<file path="src/rtl/nvm16_pkg.sv">
package nvm16_pkg;

    localparam int NVM_AW = 4;
    localparam int NVM_DW = 8;
    localparam int CNT_W  = $clog2(NVM_DW + 1);
    localparam logic [3:0] DEV_CODE = 4'b1010;

    typedef enum logic [2:0] {
        PH_IDLE,
        PH_CTRL,
        PH_ADDR,
        PH_WDATA,
        PH_ACK,
        PH_RDATA,
        PH_MACK
    } phase_e;

    typedef struct packed {
        phase_e              ph;
        phase_e              after;
        logic [CNT_W-1:0]    cnt;
        logic [NVM_DW-1:0]   sh;
        logic [NVM_DW-1:0]   tx;
        logic [NVM_AW-1:0]   ptr;
        logic [NVM_DW-1:0]   wbuf;
        logic                have;
        logic                pull;
        logic                mack;
    } ctl_t;

endpackage

</file>
<file path="src/rtl/i2c_line_sampler.sv">
module i2c_line_sampler #(
    parameter int STAGES = 2
) (
    input  logic clk,
    input  logic rst_n,
    input  logic scl_i,
    input  logic sda_i,
    output logic sda_o,
    output logic scl_rise_o,
    output logic scl_fall_o,
    output logic start_o,
    output logic stop_o
);

    typedef struct packed {
        logic [STAGES-1:0] scl_sh;
        logic [STAGES-1:0] sda_sh;
        logic              scl_p;
        logic              sda_p;
    } smp_t;

    smp_t q, d;
    logic scl_s;

    assign scl_s = q.scl_sh[STAGES-1];
    assign sda_o = q.sda_sh[STAGES-1];

    always_comb begin
        d        = q;
        d.scl_sh = {q.scl_sh[STAGES-2:0], scl_i};
        d.sda_sh = {q.sda_sh[STAGES-2:0], sda_i};
        d.scl_p  = scl_s;
        d.sda_p  = sda_o;
    end

    always_ff @(posedge clk or negedge rst_n) begin
        if (!rst_n) q <= '1;
        else        q <= d;
    end

    // Edge and condition decode on the synchronized lines
    assign scl_rise_o = scl_s & ~q.scl_p;
    assign scl_fall_o = ~scl_s & q.scl_p;
    assign start_o    = scl_s & q.scl_p & q.sda_p & ~sda_o;
    assign stop_o     = scl_s & q.scl_p & ~q.sda_p & sda_o;

endmodule

</file>
<file path="src/rtl/nvm_cell_array.sv">
module nvm_cell_array #(
    parameter int              DEPTH       = 16,
    parameter int              DW          = 8,
    parameter int              PROG_CYCLES = 16,
    parameter logic [DW-1:0]   ERASED      = '1
) (
    input  logic                     clk,
    input  logic                     rst_n,
    input  logic                     commit_i,
    input  logic [$clog2(DEPTH)-1:0] commit_addr_i,
    input  logic [DW-1:0]            commit_data_i,
    input  logic                     supply_low_i,
    input  logic [$clog2(DEPTH)-1:0] rd_addr_i,
    output logic [DW-1:0]            rd_data_o,
    output logic                     busy_o
);

    localparam int AW = $clog2(DEPTH);
    localparam int CW = $clog2(PROG_CYCLES + 1);

    typedef struct packed {
        logic [DEPTH-1:0][DW-1:0] mem;
        logic                     busy;
        logic [CW-1:0]            cnt;
        logic [AW-1:0]            addr;
        logic [DW-1:0]            data;
    } arr_t;

    arr_t q, d;

    always_comb begin
        d = q;
        if (q.busy) begin
            if (q.cnt == '0) begin
                d.busy = 1'b0;
                if (!supply_low_i) d.mem[q.addr] = q.data;
            end else begin
                d.cnt = q.cnt - 1'b1;
            end
        end else if (commit_i && !supply_low_i) begin
            d.busy = 1'b1;
            d.cnt  = CW'(PROG_CYCLES - 1);
            d.addr = commit_addr_i;
            d.data = commit_data_i;
        end
    end

    always_ff @(posedge clk or negedge rst_n) begin
        if (!rst_n) begin
            q.mem  <= {DEPTH{ERASED}};
            q.busy <= 1'b0;
            q.cnt  <= '0;
            q.addr <= '0;
            q.data <= '0;
        end else begin
            q <= d;
        end
    end

    assign rd_data_o = q.mem[rd_addr_i];
    assign busy_o    = q.busy;

endmodule

</file>
<file path="src/rtl/i2c_nvm16_slave.sv">
module i2c_nvm16_slave
    import nvm16_pkg::*;
#(
    parameter int PROG_CYCLES = 16,
    parameter int SYNC_STAGES = 2
) (
    input  logic clk,
    input  logic rst_n,
    input  logic scl_i,
    input  logic sda_i,
    input  logic supply_low_i,
    output logic sda_pull_o,
    output logic busy_o
);

    logic sda_s, scl_rise, scl_fall, start_ev, stop_ev;
    logic commit;
    logic [NVM_DW-1:0] rd_data;
    ctl_t q, d;

    i2c_line_sampler #(.STAGES(SYNC_STAGES)) u_smp (
        .clk        (clk),
        .rst_n      (rst_n),
        .scl_i      (scl_i),
        .sda_i      (sda_i),
        .sda_o      (sda_s),
        .scl_rise_o (scl_rise),
        .scl_fall_o (scl_fall),
        .start_o    (start_ev),
        .stop_o     (stop_ev)
    );

    nvm_cell_array #(
        .DEPTH       (2 ** NVM_AW),
        .DW          (NVM_DW),
        .PROG_CYCLES (PROG_CYCLES)
    ) u_arr (
        .clk           (clk),
        .rst_n         (rst_n),
        .commit_i      (commit),
        .commit_addr_i (q.ptr),
        .commit_data_i (q.wbuf),
        .supply_low_i  (supply_low_i),
        .rd_addr_i     (q.ptr),
        .rd_data_o     (rd_data),
        .busy_o        (busy_o)
    );

    always_comb begin
        d      = q;
        commit = 1'b0;
        if (start_ev) begin
            d.ph   = PH_CTRL;
            d.cnt  = '0;
            d.pull = 1'b0;
            d.have = 1'b0;
        end else if (stop_ev) begin
            // at most the one SCL pulse that carries the Stop itself
            commit = (q.ph == PH_WDATA) && q.have && (q.cnt <= CNT_W'(1));
            d.ph   = PH_IDLE;
            d.cnt  = '0;
            d.pull = 1'b0;
            d.have = 1'b0;
        end else begin
            unique case (q.ph)
                PH_CTRL, PH_ADDR, PH_WDATA: begin
                    if (scl_rise) begin
                        d.sh  = {q.sh[NVM_DW-2:0], sda_s};
                        d.cnt = q.cnt + 1'b1;
                    end else if (scl_fall && q.cnt == CNT_W'(NVM_DW)) begin
                        d.cnt  = '0;
                        d.pull = 1'b1;
                        d.ph   = PH_ACK;
                        if (q.ph == PH_CTRL) begin
                            if (q.sh[NVM_DW-1 -: 4] == DEV_CODE && !busy_o) begin
                                d.after = q.sh[0] ? PH_RDATA : PH_ADDR;
                            end else begin
                                d.pull = 1'b0;
                                d.ph   = PH_IDLE;
                            end
                        end else if (q.ph == PH_ADDR) begin
                            d.ptr   = q.sh[NVM_AW-1:0];
                            d.after = PH_WDATA;
                        end else begin
                            d.wbuf  = q.sh;
                            d.have  = 1'b1;
                            d.after = PH_WDATA;
                        end
                    end
                end
                PH_ACK: begin
                    if (scl_fall) begin
                        d.ph   = q.after;
                        d.pull = 1'b0;
                        if (q.after == PH_RDATA) begin
                            d.tx   = rd_data;
                            d.pull = ~rd_data[NVM_DW-1];
                        end
                    end
                end
                PH_RDATA: begin
                    if (scl_rise) begin
                        d.cnt = q.cnt + 1'b1;
                    end else if (scl_fall) begin
                        if (q.cnt == CNT_W'(NVM_DW)) begin
                            d.cnt  = '0;
                            d.pull = 1'b0;
                            d.ptr  = q.ptr + 1'b1;
                            d.ph   = PH_MACK;
                        end else begin
                            d.tx   = {q.tx[NVM_DW-2:0], 1'b0};
                            d.pull = ~q.tx[NVM_DW-2];
                        end
                    end
                end
                PH_MACK: begin
                    if (scl_rise) begin
                        d.mack = ~sda_s;
                    end else if (scl_fall) begin
                        if (q.mack) begin
                            d.ph   = PH_RDATA;
                            d.tx   = rd_data;
                            d.pull = ~rd_data[NVM_DW-1];
                        end else begin
                            d.ph = PH_IDLE;
                        end
                    end
                end
                default: ;
            endcase
        end
    end

    always_ff @(posedge clk or negedge rst_n) begin
        if (!rst_n) q <= '0;
        else        q <= d;
    end

    assign sda_pull_o = q.pull;

endmodule

</file>
<file path="config.mk">
export PLATFORM = sky130hd
export DESIGN_NAME = i2c_nvm16_slave
export DESIGN_NICKNAME = d
export VERILOG_FILES = /design/src/rtl/nvm16_pkg.sv /design/src/rtl/i2c_line_sampler.sv /design/src/rtl/nvm_cell_array.sv /design/src/rtl/i2c_nvm16_slave.sv
export SDC_FILE = /design/constraint.sdc
export NUM_CORES = 1
export LEC_CHECK = 0
export BUFFER_PORTS_ARGS = -buffer_cell sky130_fd_sc_hd__buf_2
export CORE_MARGIN = 5
export CORE_UTILIZATION = 40
export DETAILED_ROUTE_END_ITERATION = 6
export HOLD_SLACK_MARGIN = 0.15
export PLACE_DENSITY = 0.54
export SETUP_SLACK_MARGIN = 0.2
export SYNTH_ARGS = -nofsm -noshare
export SYNTH_HDL_FRONTEND = slang
export SYNTH_SLANG_ARGS = --single-unit
</file>
<file path="constraint.sdc">
create_clock -name clk -period 2.95 [get_ports clk]
set_input_delay 0.59 -clock clk [delete_from_list [all_inputs] [get_ports clk]]
set_output_delay 0.59 -clock clk [all_outputs]
set_load 0.005 [all_outputs]
</file>
# After elaboration in Yosys (flattened, before gate mapping)
# Cells that the tools add are included.
[totals]
in_bits = 5
wordCells = 195
register_bits = 192
[op_classes]
n_eq_ne = 39
bitwise_logic = 20
order_cmp = 4
addsub = 3
n_reduce_logical = 30
muxes = 65
[op_table]
columns = ["operator", "n"]
rows = [
  ["128-bit bitwise mux", 1],
  ["3-bit 2-to-1 mux", 14],
  ["7-bit 2-to-1 mux", 6],
  ["4-bit != test (second input constant)", 9],
  ["8-bit binary-select mux with 4-bit select", 1],
  ["8-bit demux with 4-bit select", 1],
  ["4-bit 2-to-1 mux", 8],
  ["14-bit 2-to-1 mux", 2],
  ["2-bit != test (second input constant)", 14],
  ["11-bit 2-to-1 mux", 2],
  ["7-bit one-hot mux with 3 select lines", 1],
  ["18-bit 2-to-1 mux", 1],
  ["9-bit AND reduction", 2],
  ["8-bit 2-to-1 mux", 2],
  ["4-bit one-hot mux with 2 select lines", 2],
  ["5-bit != test (second input constant)", 3],
  ["1-bit 2-to-1 mux", 14],
  ["13-bit 2-to-1 mux", 1],
  ["1-bit NOT", 13],
  ["3-bit == test (second input constant)", 4],
  ["6-bit 2-to-1 mux", 2],
  ["3-bit one-hot mux with 4 select lines", 1],
  ["4-bit AND reduction", 3],
  ["11-bit AND reduction", 1],
  ["other kinds (31)", 53],
]

# Logic depth before layout (Yosys ltp)
[depth]
ltp_word = 9
mapped_depth = 8

# By module
# Synthesis repeated with hierarchy kept, for this count alone.
[hier_totals]
hier_cells = 636
hier_area_um2 = 9262.6
[modules_own_cells]
columns = ["module", "cells_per_inst", "instances", "area_per_inst_um2", "seq_area_each_um2"]
rows = [
  ["nvm_cell_array", 420, 1, 6904.1, 3813.7],
  ["i2c_nvm16_slave", 206, 1, 2168.3, 1001.0],
  ["i2c_line_sampler", 10, 1, 190.2, 157.7],
]

# Worst setup path before layout
# No wires, ideal clock.
[synth_timing]
kind = "reg2reg"
startpoint = "reg u_arr.q[12] (netlist bit)"
endpoint = "reg u_arr.q[138] (netlist bit)"
setup_ns = 0.082
t_required_ns = 2.868
arrival_ns = 2.427
path_buffers = 1
path_stages_with_launch = 9
setup_slack_ns = 0.441
cell_sequence = "dfrtp_1 -> inv_1 -> ha_1 -> or4b_4 -> or3b_4 -> nor2_1 -> and3_1 -> buf_4 -> mux2_2"
[synth_between]
elab_chain_cells = 2
[synth_rtl]
columns = ["item", "line", "rtl"]
rows = [
  ["from (decl)", "nvm_cell_array.sv:29", "arr_t q, d;"],
  ["5-bit zero test", "nvm_cell_array.sv:34", "if (q.cnt == '0) begin"],
  ["3-bit AND reduction (no source line)", "--", ""],
]
# Every way passes these cells.
# A chain may end at the register's enable or synchronous reset.

# Worst setup path in the final report
[layout_timing]
startpoint = "reg u_arr.q[12] (netlist bit)"
endpoint = "reg u_arr.q[98] (netlist bit)"
# Same word-level chain as after synthesis.

==> key figures <==
Worst setup path
  • Crit Path Category: flip-flop to flip-flop
  • Crit Reg-Reg Endpoint: u_arr.q[98]
  • Arrival time worst endpoint: approximately 3.1 ns
  • Max Fanout on Critical Path: 8
  • R2r setup slk: ~0.24 ns
  • Reg2Reg Launch Point: u_arr.q[12]
  • R2R cell count: 7
  • Worst EP required: around 3.3 ns
  • Crit start category: flip-flop
  • Setup crit end kind: flip-flop

GRT
  • First-pass GRT wire length: between 30 and 40 mm
  • Largest net degree at the start of global routing: a little over 70
  • Initial antenna violation count: 0
  • GRT Overall Usage: 16.11%
  • Global route overflow: 0
  • Vias in the first global route: about 5600

Cells and area
  • Area growth, synth to finish: 10.91%
  • Layout net count: between 600 and 700
  • Antenna diodes: 0
  • Share of cells above drive strength 1: roughly three fifths
  • Commonest non-fill, non-tap cell in the layout: mux2_2
  • Final Util: 44.72%
  • Commonest cells after routing, fill and taps aside: 162 x mux2_2, 134 x dfstp_2, 57 x dfrtp_1
  • Fill cells: 2022

Logic synthesis
  • Mapped Cells: around 640
  • Post-synth top flop: dfstp_2
  • Post-Syn Area: roughly 0.0090 mm^2
  • Syn Nets: approximately 660
  • Yosys cell types: 53
  • Fraction of registers with async set/reset: 100.0%
  • YS warnings: 0
  • Register area share after synthesis: 54.97%
  • EDFF count, synth: 0
  • Syn_area_per_cell: approximately 14 um^2
  • Synth Register Bits: approximately 190

STA
  • Clk_skew: about 0.018 ns
  • Worst-margin pin slew: between 0.7 and 0.8 ns
  • Final TNS setup: 0 ns
  • Max-slew violations: 0
  • Max Clk Rate: between 0.3 and 0.4 GHz
  • Tcrit/Tclk final: 92.03%
  • Final setup viols: 0
  • Max-slew headroom: between 40 and 50%
  • Endpoints failing hold: 0
  • Fin crit period: about 2.7 ns
  • RSZ-0062 raised after global routing: true

Clock network
  • Clock Latency Late Sink: around 0.44 ns
  • Clk sink count: approximately 190
  • Clock-pin slew on the worst setup and hold paths: about 0.070 ns
  • Clk buf depth: 2
  • Hold-fix buffers, CTS: 0
  • Root Driver: clkbuf_16
  • CTS buffer count: 17
  • # Post-CTS Setup Buffers: 0
  • H-tree depth: 4
  • CTS tree: built

Routing
  • Vias per Instance: 5.446
  • Antenna viol nets, final: 0
  • Detailed Route WL: 19.61 mm
  • DRT iter0 DRCs: roughly 250
  • Total iterations of the first detailed-routing run: 6
  • Routed length per instance: around 21 um
  • Post-route DRC: 0
  • Vias: about 5200

Run
  • Max-cap violations: 0

Pwr
  • Peak supply drop: about 0.31 mV
  • Power Total: between 5 and 6 mW
  • Static Leak: roughly 4.1 nW
  • PwrDens: 499.6 mW/mm^2

Place
  • Routability Congestion: between 0.8 and 0.9
  • PortBufs: 6
  • Hpwl dp: ~13 mm

Floorplan
  • Die area: 0.02572 mm^2
  • Area of the core: approximately 0.022 mm^2
  • Initial Util: 40.32%
  • Die boundary height: ~160 um
  • Die W: 160.4 um
  • I/O pins: 7
  • Row cnt: 55

Hold path
  • Worst hold path class: input pin to asynchronous set/reset pin

Status
  • Status: finished, final reports clean
==> report_power, final <==
part	switching, mW	leakage [nW]	internal (mW)	total, mW
combinational	0.0782	1.67	0.0310	0.109
sequential	0.0203	2.19	2.66	2.68
clock	1.01	0.283	1.22	2.22
==> worst max-delay path: stages, from the launching register on <==
cell     delay, ns
dfrtp_1       0.38
inv_1         0.11
ha_1          0.15
or4b_4        0.47
or3b_4        0.48
nor3b_4       0.42
nand2_2       0.27
mux2_2        0.35
==> synthesized netlist by cell type, types with 3 or more instances <==
master | count | area, um^2
mux2_2 | 162 | 1824
dfstp_2 | 134 | 3521
dfrtp_1 | 58 | 1451
a21oi_1 | 32 | 160.2
mux4_2 | 32 | 720.7
clkbuf_1 | 29 | 108.9
nand2_1 | 28 | 105.1
nor2_1 | 23 | 86.33
a22oi_1 | 14 | 105.1
o21ai_0 | 13 | 65.06
inv_1 | 11 | 41.29
ha_1 | 9 | 112.6
nand2_2 | 9 | 56.30
nor2b_1 | 7 | 43.79
and2_1 | 5 | 31.28
nand3_1 | 5 | 25.02
nor3_1 | 4 | 20.02
nor3b_1 | 4 | 30.03
or3_1 | 4 | 25.02
a31oi_1 | 3 | 18.77
and3_1 | 3 | 18.77
buf_1 | 3 | 11.26
buf_2 | 3 | 15.01
mux2i_1 | 3 | 30.03
nand2b_1 | 3 | 18.77
nand3_2 | 3 | 30.03
o211ai_1 | 3 | 22.52
xnor2_1 | 3 | 26.28
==> layer usage <==
layer  share of wire, %  up-vias  global-route usage [%]
met3                2.4       18                   2.925
li1                   -     2377                       -
met5                  0        -                       0
met1                 48     2698                   22.16
met4                1.6        0                   4.693
met2                 48       64                   26.23
==> through the flow <==
step	hold WS [ns]	cell area [um^2]	cells	setup WS, ns
4_1_cts	0.1784	10020	947	0.2296
2_1_floorplan	0.2944	9046	644	0.4410
3_5_place_dp	0.3481	9458	915	0.2438
5_1_grt	0.1975	10030	947	0.1487
3_3_place_gp	0.3458	9458	915	0.3021
6_report	0.1684	10030	947	0.2353
==> sequential cells by signal, indices dropped and copies added (netlist names) <==
signal        flops
q                39
sda_pull_o        1
u_arr.busy_o      1
u_arr.q         145
u_smp.d           3
u_smp.q           2
u_smp.sda_o       1
==> worst max path at each step <==
| stage | from | cells past startpoint | end | slack (ns) |
|---|---|---|---|---|
| floorplan | u_arr.q[12] | 8 | u_arr.q[138] | 0.44 |
| global placement | u_arr.q[12] | 7 | u_arr.q[143] | 0.30 |
| detailed placement | u_arr.q[12] | 7 | u_arr.q[24] | 0.24 |
| CTS | u_arr.q[12] | 7 | u_arr.q[24] | 0.23 |
| global route | u_arr.q[12] | 7 | u_arr.q[34] | 0.15 |
| finish | u_arr.q[12] | 7 | u_arr.q[98] | 0.24 |
==> final cells by class <==
type	instances	area [um^2]	area share (%)
repair buffers	22	196.4	1.958
clock inverters	11	103.9	1.035
well taps	285	356.6	3.554
clock buffers	21	460.4	4.589
inverters	11	41.29	0.4115
multi-input cells	405	3901	38.88
flip-flops and latches	192	4974	49.57
==> cell families (layout without fill, tap and decap cells) <==
kind of cell	Yosys count	count (layout)	share of synthesized area, %
xor gates and xnor gates	5	5	0.4842
muxes	197	197	28.46
and+or+nand+nor	116	116	7.386
buffers and inverters	47	65	2.033
adders and majority gates	9	9	1.245
AOI/OAI and AO/OA	78	78	5.422
DFF	192	192	54.97
==> timing repair <==
action	4_1_cts	5_1_grt
endpoints found under the hold margin	0	0
setup endpoints to repair	0	40
gates resized for setup	0	3
Note: power is estimated with default switching activity, not from simulation.
